===== config.mk =====
export PLATFORM = sky130hd
export DESIGN_NAME = etc_top
export DESIGN_NICKNAME = d
export VERILOG_FILES = /design/src/rtl/etc_pkg.sv /design/src/rtl/etc_timebase.sv /design/src/rtl/etc_chan.sv /design/src/rtl/etc_fifo.sv /design/src/rtl/etc_top.sv
export SDC_FILE = /design/constraint.sdc
export NUM_CORES = 1
export LEC_CHECK = 0
export BUFFER_PORTS_ARGS = -buffer_cell sky130_fd_sc_hd__buf_2
export CORE_UTILIZATION = 30
export CTS_BUF_LIST = sky130_fd_sc_hd__clkbuf_4 sky130_fd_sc_hd__clkbuf_8
export CTS_CLUSTER_SIZE = 28
export DETAILED_ROUTE_END_ITERATION = 16
export GPL_ROUTABILITY_DRIVEN = 1
export PLACE_DENSITY = 0.51
export SLEW_MARGIN = 10
export SYNTH_ARGS = -nofsm -noshare
export SYNTH_HDL_FRONTEND = slang
export SYNTH_SLANG_ARGS = --single-unit

===== constraint.sdc =====
create_clock -name clk -period 3.3 [get_ports clk]
set_clock_uncertainty 0.2 [all_clocks]
set_input_delay 0.495 -clock clk [delete_from_list [all_inputs] [get_ports clk]]
set_output_delay 0.495 -clock clk [all_outputs]
set_load 0.05 [all_outputs]

===== src/rtl/etc_pkg.sv =====
package etc_pkg;
    parameter int CH_N     = 4;
    parameter int COARSE_W = 5;
    parameter int PHASE_W  = 4;
    parameter int WIDTH_W  = 11;
    parameter int FIFO_D   = 4;
    parameter int DROP_W   = 8;
    localparam int WORD_W  = COARSE_W + PHASE_W + WIDTH_W;
    localparam int SEL_W   = $clog2(CH_N);

    typedef struct packed {
        logic                ovf;
        logic [COARSE_W-1:0] coarse;
        logic [PHASE_W-1:0]  phase;
        logic [WIDTH_W-1:0]  width;
    } evt_word_t;
endpackage


===== src/rtl/etc_timebase.sv =====
module etc_timebase
    import etc_pkg::*;
(
    input  logic                clk,
    input  logic                rst_n,
    input  logic                sync_i,
    input  logic                tick_i,
    output logic [COARSE_W-1:0] coarse_o,
    output logic [PHASE_W-1:0]  phase_o
);
    localparam logic [PHASE_W-1:0] PHASE_LAST = '1;

    typedef struct packed {
        logic [COARSE_W-1:0] coarse;
        logic [PHASE_W-1:0]  phase;
    } tmr_st_t;

    tmr_st_t st_d, st_q;

    always_comb begin
        st_d = st_q;
        if (sync_i) begin
            st_d.coarse = '0;
            st_d.phase  = '0;
        end else if (tick_i) begin
            st_d.phase = st_q.phase + 1'b1;
            if (st_q.phase == PHASE_LAST) begin
                st_d.coarse = st_q.coarse + 1'b1;
            end
        end
    end

    always_ff @(posedge clk) begin
        if (!rst_n) st_q <= '0;
        else        st_q <= st_d;
    end

    assign coarse_o = st_q.coarse;
    assign phase_o  = st_q.phase;
endmodule


===== src/rtl/etc_chan.sv =====
module etc_chan
    import etc_pkg::*;
(
    input  logic                clk,
    input  logic                rst_n,
    input  logic                pulse_i,
    input  logic [COARSE_W-1:0] coarse_i,
    input  logic [PHASE_W-1:0]  phase_i,
    output logic                event_o,
    output logic                wr_o,
    output evt_word_t           word_o
);
    localparam logic [WIDTH_W-1:0] WIDTH_MAX = '1;

    typedef struct packed {
        logic [2:0]          sh;
        logic [WIDTH_W-1:0]  cnt;
        logic                ovf;
        logic [COARSE_W-1:0] cap_c;
        logic [PHASE_W-1:0]  cap_p;
    } ch_st_t;

    ch_st_t st_d, st_q;
    logic   rise, fall;

    assign rise = st_q.sh[1] & ~st_q.sh[2];
    assign fall = ~st_q.sh[1] & st_q.sh[2];

    always_comb begin
        st_d    = st_q;
        st_d.sh = {st_q.sh[1:0], pulse_i};
        if (rise) begin
            st_d.cap_c = coarse_i;
            st_d.cap_p = phase_i;
            st_d.cnt   = WIDTH_W'(1);
            st_d.ovf   = 1'b0;
        end else if (st_q.sh[1]) begin
            if (st_q.cnt == WIDTH_MAX) st_d.ovf = 1'b1;
            else                       st_d.cnt = st_q.cnt + 1'b1;
        end
    end

    always_ff @(posedge clk) begin
        if (!rst_n) st_q <= '0;
        else        st_q <= st_d;
    end

    assign event_o       = rise;
    assign wr_o          = fall;
    assign word_o.ovf    = st_q.ovf;
    assign word_o.coarse = st_q.cap_c;
    assign word_o.phase  = st_q.cap_p;
    assign word_o.width  = st_q.cnt;
endmodule


===== src/rtl/etc_fifo.sv =====
module etc_fifo
    import etc_pkg::*;
#(
    parameter int DEPTH = FIFO_D
) (
    input  logic              clk,
    input  logic              rst_n,
    input  logic              wr_i,
    input  evt_word_t         wdata_i,
    input  logic              rd_i,
    output logic              empty_o,
    output evt_word_t         rdata_o,
    output logic [DROP_W-1:0] drop_cnt_o
);
    localparam int PTR_W = (DEPTH > 1) ? $clog2(DEPTH) : 1;
    localparam int CNT_W = $clog2(DEPTH + 1);
    localparam logic [CNT_W-1:0]  CNT_FULL = CNT_W'(DEPTH);
    localparam logic [DROP_W-1:0] DROP_MAX = '1;

    typedef struct packed {
        evt_word_t [DEPTH-1:0] mem;
        logic [PTR_W-1:0]      wr_ptr;
        logic [PTR_W-1:0]      rd_ptr;
        logic [CNT_W-1:0]      count;
        logic [DROP_W-1:0]     drops;
    } fifo_st_t;

    fifo_st_t st_d, st_q;
    logic     pop, push;

    always_comb begin
        st_d = st_q;
        pop  = rd_i && (st_q.count != '0);
        push = wr_i && ((st_q.count != CNT_FULL) || pop);
        if (pop) begin
            st_d.rd_ptr = st_q.rd_ptr + 1'b1;
        end
        if (push) begin
            st_d.mem[st_q.wr_ptr] = wdata_i;
            st_d.wr_ptr           = st_q.wr_ptr + 1'b1;
        end
        st_d.count = st_q.count + CNT_W'(push) - CNT_W'(pop);
        if (wr_i && !push && (st_q.drops != DROP_MAX)) begin
            st_d.drops = st_q.drops + 1'b1;
        end
    end

    always_ff @(posedge clk) begin
        if (!rst_n) st_q <= '0;
        else        st_q <= st_d;
    end

    assign empty_o    = (st_q.count == '0);
    assign rdata_o    = st_q.mem[st_q.rd_ptr];
    assign drop_cnt_o = st_q.drops;
endmodule


===== src/rtl/etc_top.sv =====
module etc_top
    import etc_pkg::*;
(
    input  logic                   clk,
    input  logic                   rst_n,
    input  logic                   sync_i,
    input  logic                   tick_i,
    input  logic [CH_N-1:0]        pulse_i,
    input  logic                   rd_req_i,
    input  logic [SEL_W-1:0]       rd_sel_i,
    output logic                   rd_valid_o,
    output logic [WORD_W-1:0]      rd_data_o,
    output logic                   rd_ovf_o,
    output logic [CH_N-1:0]        event_o,
    output logic [CH_N*DROP_W-1:0] drop_cnt_o
);
    typedef struct packed {
        logic      valid;
        evt_word_t word;
    } rd_st_t;

    logic [COARSE_W-1:0] tmr_coarse;
    logic [PHASE_W-1:0]  tmr_phase;
    logic [CH_N-1:0]     empty_w;
    logic [CH_N-1:0]     pop_w;
    evt_word_t           head_w [CH_N];
    rd_st_t              rd_d, rd_q;

    etc_timebase u_tmr (
        .clk      (clk),
        .rst_n    (rst_n),
        .sync_i   (sync_i),
        .tick_i   (tick_i),
        .coarse_o (tmr_coarse),
        .phase_o  (tmr_phase)
    );

    for (genvar g = 0; g < CH_N; g++) begin : g_ch
        logic      wr_w;
        evt_word_t word_w;

        assign pop_w[g] = rd_req_i && (rd_sel_i == SEL_W'(g));

        etc_chan u_chan (
            .clk      (clk),
            .rst_n    (rst_n),
            .pulse_i  (pulse_i[g]),
            .coarse_i (tmr_coarse),
            .phase_i  (tmr_phase),
            .event_o  (event_o[g]),
            .wr_o     (wr_w),
            .word_o   (word_w)
        );

        etc_fifo u_fifo (
            .clk        (clk),
            .rst_n      (rst_n),
            .wr_i       (wr_w),
            .wdata_i    (word_w),
            .rd_i       (pop_w[g]),
            .empty_o    (empty_w[g]),
            .rdata_o    (head_w[g]),
            .drop_cnt_o (drop_cnt_o[g*DROP_W +: DROP_W])
        );
    end

    always_comb begin
        rd_d       = rd_q;
        rd_d.valid = rd_req_i && !empty_w[rd_sel_i];
        if (rd_d.valid) rd_d.word = head_w[rd_sel_i];
    end

    always_ff @(posedge clk) begin
        if (!rst_n) rd_q <= '0;
        else        rd_q <= rd_d;
    end

    assign rd_valid_o = rd_q.valid;
    assign rd_ovf_o   = rd_q.word.ovf;
    assign rd_data_o  = {rd_q.word.coarse, rd_q.word.phase, rd_q.word.width};
endmodule


* Word level (Yosys, flattened, before mapping)
Cells that the tools add are included.
** Cells by class
- Bitwise logic cells :: 22
- $add $sub $neg :: 26
- Reductions and logical operators :: 65
- Equality and inequality tests :: 20
- Shifts and indexed selects :: 0
- $mul :: 0
- Mux-type cells :: 41
- Order comparisons :: 14
- Div/mod/pow operators :: 0
** Operators by type and width (count)
- $bwmux W84 :: 4
- $bmux W21 S2 :: 5
- $mux W21 :: 10
- $demux W21 S2 :: 4
- $add A11 B1 Y11 const B :: 4
- $eq A11 B11 Y1 const B :: 4
- $add A8 B1 Y8 const B :: 4
- $ne A8 B8 Y1 const B :: 4
- $lt A2 B3 Y1 const B :: 9
- $reduce_and A2 Y1 :: 13
- $logic_and A1 B1 Y1 :: 25
- $add A2 B1 Y2 const B :: 8
- $mux W2 :: 8
- $not A1 Y1 :: 13
- $add A3 B1 Y3 :: 4
- $logic_not A3 Y1 :: 4
- $ne A3 B3 Y1 const B :: 4
- $reduce_bool A3 Y1 :: 4
- $sub A3 B1 Y3 :: 4
- $reduce_or A2 Y1 :: 5
- $mux W1 :: 9
- $and A1 B1 Y1 :: 8
- $ge A2 B1 Y1 const B :: 4
- $ne A2 B1 Y1 const B :: 4
- other kinds (12) :: 23
** Word-level totals
- Input port bits :: 11
- Latch bits :: 0
- Register bits after elaboration :: 523
- Logic and storage cells :: 299
- Bits in writable memories :: 0
- Memories kept :: 0
- Output and inout port bits :: 58
- ROM bits :: 0

* Depth between registers and ports, before layout
- Word-level depth :: 8
- Gate-level depth with buffers :: 11
- Gate-level depth less buffers :: 10

* Modules after synthesis
From an unflattened synthesis, not the netlist that was laid out.
** Unflattened totals
- Cells, all modules :: 2368
- Area total of the unflattened synthesis :: 24283.3 um^2
** Modules (own cells, without submodules)
- etc_fifo at g_ch[0].u_fifo ... :: instances 3, sequential area each 1981.9 um^2, cells each 418, area an instance 4434.3 um^2
- etc_chan :: instances 4, sequential area each 480.5 um^2, cells each 138, area an instance 1181.1 um^2
- etc_fifo at g_ch[3].u_fifo :: instances 1, sequential area each 1981.9 um^2, cells each 417, area an instance 4428.0 um^2
- etc_top :: instances 1, sequential area each 440.4 um^2, cells each 105, area an instance 1441.4 um^2
- etc_timebase :: instances 1, sequential area each 180.2 um^2, cells each 40, area an instance 386.6 um^2

* Least setup slack after synthesis
Ideal clock, no wire load.
- Kind :: input -> register
- Start :: input rd_sel_i[0]
- End :: register g_ch[0].u_fifo.st_q[10] (netlist name)
- Arrival :: 2.396 ns
- Required time :: 2.972 ns
- Buffers on the path :: 0
- Slack :: 0.576 ns
- Library setup time :: 0.128 ns
- Stages :: 10
- Path through :: nor3b_1 -> o31a_1 -> ha_1 -> inv_1 -> ha_1 -> inv_1 -> fa_1 -> xor2_1 -> xnor2_1 -> nor2_1
** Between the ends
- Longest elaborated chain between the ends :: 7
** RTL lines
- start, declared :: RTL line etc_top.sv:10 : input logic [SEL_W-1:0] rd_sel_i,
- $logic_not A2 Y1 (*) :: RTL line etc_top.sv:42 : assign pop_w[g] = rd_req_i && (rd_sel_i == SEL_W'(g));
- $logic_and A1 B1 Y1 (*) :: RTL line etc_top.sv:42
- $logic_and A1 B1 Y1 (*) :: RTL line etc_fifo.sv:33 : pop = rd_i && (st_q.count != '0);
- named net g_ch[0].u_fifo.pop :: RTL line etc_fifo.sv:29 : logic pop, push;
- $logic_or A1 B1 Y1 :: RTL line etc_fifo.sv:34 : push = wr_i && ((st_q.count != CNT_FULL) || pop);
- $logic_and A1 B1 Y1 :: RTL line etc_fifo.sv:34
- $add A3 B1 Y3 :: RTL line etc_fifo.sv:42 : st_d.count = st_q.count + CNT_W'(push) - CNT_W'(pop);
- $sub A3 B1 Y3 (*) :: RTL line etc_fifo.sv:42
- end signal, assigned :: RTL line etc_fifo.sv:50 : else st_q <= st_d;
- end, declared :: RTL line etc_fifo.sv:28 : fifo_st_t st_d, st_q;
The timed path passes the listed nets; every way through them passes the cells marked *.
A chain may end at the register's enable or synchronous reset.

* Worst setup path in the final report
- Start :: register g_ch[3].u_chan.st_q (netlist bit g_ch[3].u_chan.st_d[23])
- End :: output event_o[3]
** Between the ends
- Longest elaborated chain between the ends :: 1
** RTL lines
- start, declared :: RTL line etc_chan.sv:23 : ch_st_t st_d, st_q;
- start signal, assigned :: RTL line etc_chan.sv:45 : else st_q <= st_d;
- $and A1 B1 Y1 :: RTL line etc_chan.sv:26 : assign rise = st_q.sh[1] & ~st_q.sh[2];
- end, declared :: RTL line etc_top.sv:14 : output logic [CH_N-1:0] event_o,
No other way between the ends.

==> flow_summary.json <==
{
  "finalPower_mw": 13.2,
  "slew_headroom_pct": 31.8,
  "setup_violations": 0,
  "synth_top_area_share_pct": 45.6,
  "yosys.cell_types.count": 59,
  "ant_nets": 0,
  "synthArstFlopShare_pct": 0,
  "netlist_area_um2": 22900,
  "hold_path.class": "in -> reg",
  "timing.final.crit_share_pct": 86.7,
  "dieArea_um2": 77600,
  "clock_path_buffers": 3,
  "powerDensity_nw_per_um2": 511,
  "rr_worst_depth": 9,
  "seq_power_share_pct": 49.1,
  "cts_made_buffers": 92,
  "path_class": "reg -> out",
  "drt_iter0_markers": 1188,
  "synth_area_leaders": "dfxtp_1 46%, mux2i_1 21%, nor2_1 5.9%",
  "die_height_um": 279,
  "grt_pass1_wl_um": 102000,
  "status": "complete, no violations",
  "finalSetupTns_ps": 0,
  "routed_wirelength_um": 66900,
  "crit_path_max_incr_delay_ps": 500,
  "min_from": "rst_n",
  "ys.flop_type": "dfxtp_1",
  "worstPathArrival_ps": 2170,
  "fmax_mhz": 350,
  "overflow": 0,
  "synth_common_cells": "523 x dfxtp_1, 474 x mux2i_1, 359 x nor2_1",
  "leakage_nw": 10.9,
  "crit_chain": "nand2b_1 -> inv_1 -> buf_2",
  "grt_max_degree": 109,
  "ys_seq_area_share_pct": 45.6,
  "clock-root-buffer": "clkbuf_8",
  "rsz0062_at_grt": "false",
  "power.share.clock_pct": 45.1,
  "firstDrtPassIters": 5,
  "cts_tree": "built",
  "antenna_found_initial": 3,
  "internal-power_mw": 9.89,
  "die_w_um": 279,
  "hold_depth": 4,
  "tightest_slew_ps": 1020,
  "io_buffers": 68,
  "hold_end": "rd_data_o[8]",
  "r2r_start": "g_ch[2].u_fifo.st_q[10]",
  "hold_violations": 0,
  "ys_warn_count": 0,
  "h-tree-depth": 3,
  "cts_sinks": 523,
  "yosysTopAreaCell": "dfxtp_1",
  "clkTransAtPathRegs_ps": 60,
  "synth-edff-count": 0,
  "cp_slowest_cell": "dfxtp_1",
  "num_io_pins": 69,
  "wire_per_inst_um": 19.1,
  "nets": 2509,
  "track_usage_pct": 16.9,
  "dp_hpwl_um": 44300,
  "via_per_inst": 5.08,
  "synth_seq_cells": 523,
  "synth.avg_cell_area_um2": 9.32,
  "p_sw_mw": 3.35,
  "netlist_instances": 2461,
  "core_area_um2": 75800,
  "p_sw_share_pct": 25.3,
  "startpoint_type": "flop",
  "maxCapViolations": 0,
  "timing.rr.end": "g_ch[2].u_fifo.st_q[10]",
  "clk_latency_ps": 700,
  "fin_crit_ps": 2860,
  "yosysMostFrequentCell": "dfxtp_1",
  "r2r_slack_ps": 760,
  "place_congestion": 0.806,
  "layout-drive-gt1-share_pct": 12.2,
  "start_util_pct": 30.3,
  "p_comb_share_pct": 5.8,
  "max-vdd-ir-drop_uv": 254,
  "worstPathRequired_ps": 2600,
  "vias": 17800,
  "synth_nets": 2510,
  "drc": 0,
  "grt_pass1_vias": 17400,
  "cp-end-kind": "output port",
  "fin_util_pct": 34.1,
  "num_rows": 101,
  "critPathMaxFanout": 11,
  "finalMaxSlewViolations": 0,
  "area_growth_pct": 12.8
}
[what timing repair did]
item / in CTS / in global routing
hold endpoints to repair: 8 / 0
gates resized for setup: 0 / 0
setup buffers: 0 / 0
hold buffers: 5 / 0
[kinds of logic (layout without fill, tap and decap cells)]
| family | Yosys count | count (layout) | share of synthesized area (%) |
|---|---|---|---|
| fa+ha+maj | 38 | 38 | 2.20 |
| simple gates | 755 | 755 | 15.2 |
| buf+inv | 273 | 332 | 5.33 |
| compound gates | 364 | 364 | 9.67 |
| other cells | 0 | 1 | 0 |
| flops | 523 | 523 | 45.6 |
| mux | 474 | 474 | 20.7 |
| xor+xnor | 34 | 34 | 1.30 |
[final cells by class]
type | count | area [µm²]
diodes | 1 | 2.50
repair buffers | 136 | 951
fillers | 7839 | 49900
clock inverters | 15 | 92.6
multi-input cells | 1665 | 11300
well taps | 978 | 1220
inverters | 42 | 165
flip-flops and latches | 523 | 10500
clock buffers | 139 | 1710
[worst max-delay path: cells and delay by family, from the launching register on]
kind          cells  cell delay (ps)
buf+inv           2              490
simple gates      1              480
flops             1              500
[state kept, by name, indices dropped and copies added, names as in the netlist]
name                    flops
u_tmr.coarse_o              5
rd_valid_o                  1
g_ch.u_chan.st_q            4
rd_ovf_o                    1
g_ch.u_fifo.drop_cnt_o     32
g_ch.u_chan.st_d            8
u_tmr.phase_o               4
rd_data_o                  20
g_ch.u_fifo.st_q          364
g_ch.u_chan.word_o         84
[cell usage in the layout, fill, tap and decap left out, drive strengths merged, types with 14 or more instances in the layout]
cell and count:
dfxtp 523, mux2i 474, nor2 359, a21oi 156, nand2 143, clkbuf 139, buf 131, o22ai 85
nand3 77, o31ai 42, inv 42, ha 34, xnor2 22, nor4 22, o21ai 21, or4 20
nand4 18, and2 17, nor3 16, o211ai 16, and4 14
[power by group through the flow]
stage | combinational [mW] | sequential (mW) | clock, mW
after floorplan | 0.448 | 6.69 | 0
after global placement | 0.752 | 6.64 | 0
after detailed placement | 0.762 | 6.64 | 0
after CTS | 0.769 | 6.50 | 6.15
after global routing | 0.816 | 6.51 | 6.47
final | 0.765 | 6.50 | 5.97
[through the flow]
step | instance area (µm²) | cells | setup slack (ps) | hold WS, ps
finish | 25900 | 3499 | 439 | 192
global route | 25900 | 3499 | 323 | 178
CTS | 25900 | 3498 | 386 | 144
detailed placement | 24000 | 3339 | 412 | 220
global placement | 24000 | 3339 | 402 | 216
floorplan | 22900 | 2461 | 576 | 212
[worst max-delay path by stage]
stage                                  startpoint                 endpoint  cells past startpoint
final                     g_ch[3].u_chan.st_d[23]               event_o[3]                      3
after global routing      g_ch[1].u_chan.st_d[23]               event_o[1]                      5
after CTS                 g_ch[3].u_chan.st_d[23]               event_o[3]                      3
after detailed placement              rd_sel_i[0]  g_ch[0].u_fifo.st_q[10]                     11
after global placement                rd_sel_i[0]  g_ch[0].u_fifo.st_q[10]                     11
after floorplan                       rd_sel_i[0]  g_ch[0].u_fifo.st_q[10]                     10
[routing by layer]
layer | up-vias | track usage, % | routed length, µm
met5 | - | 0 | 0
met4 | 0 | 6.79 | 2070
met3 | 96 | 2.63 | 2560
met2 | 368 | 28.8 | 32100
met1 | 8678 | 21.4 | 30200
li1 | 8632 | - | -
No activity file was read; power rests on OpenSTA's default activity.
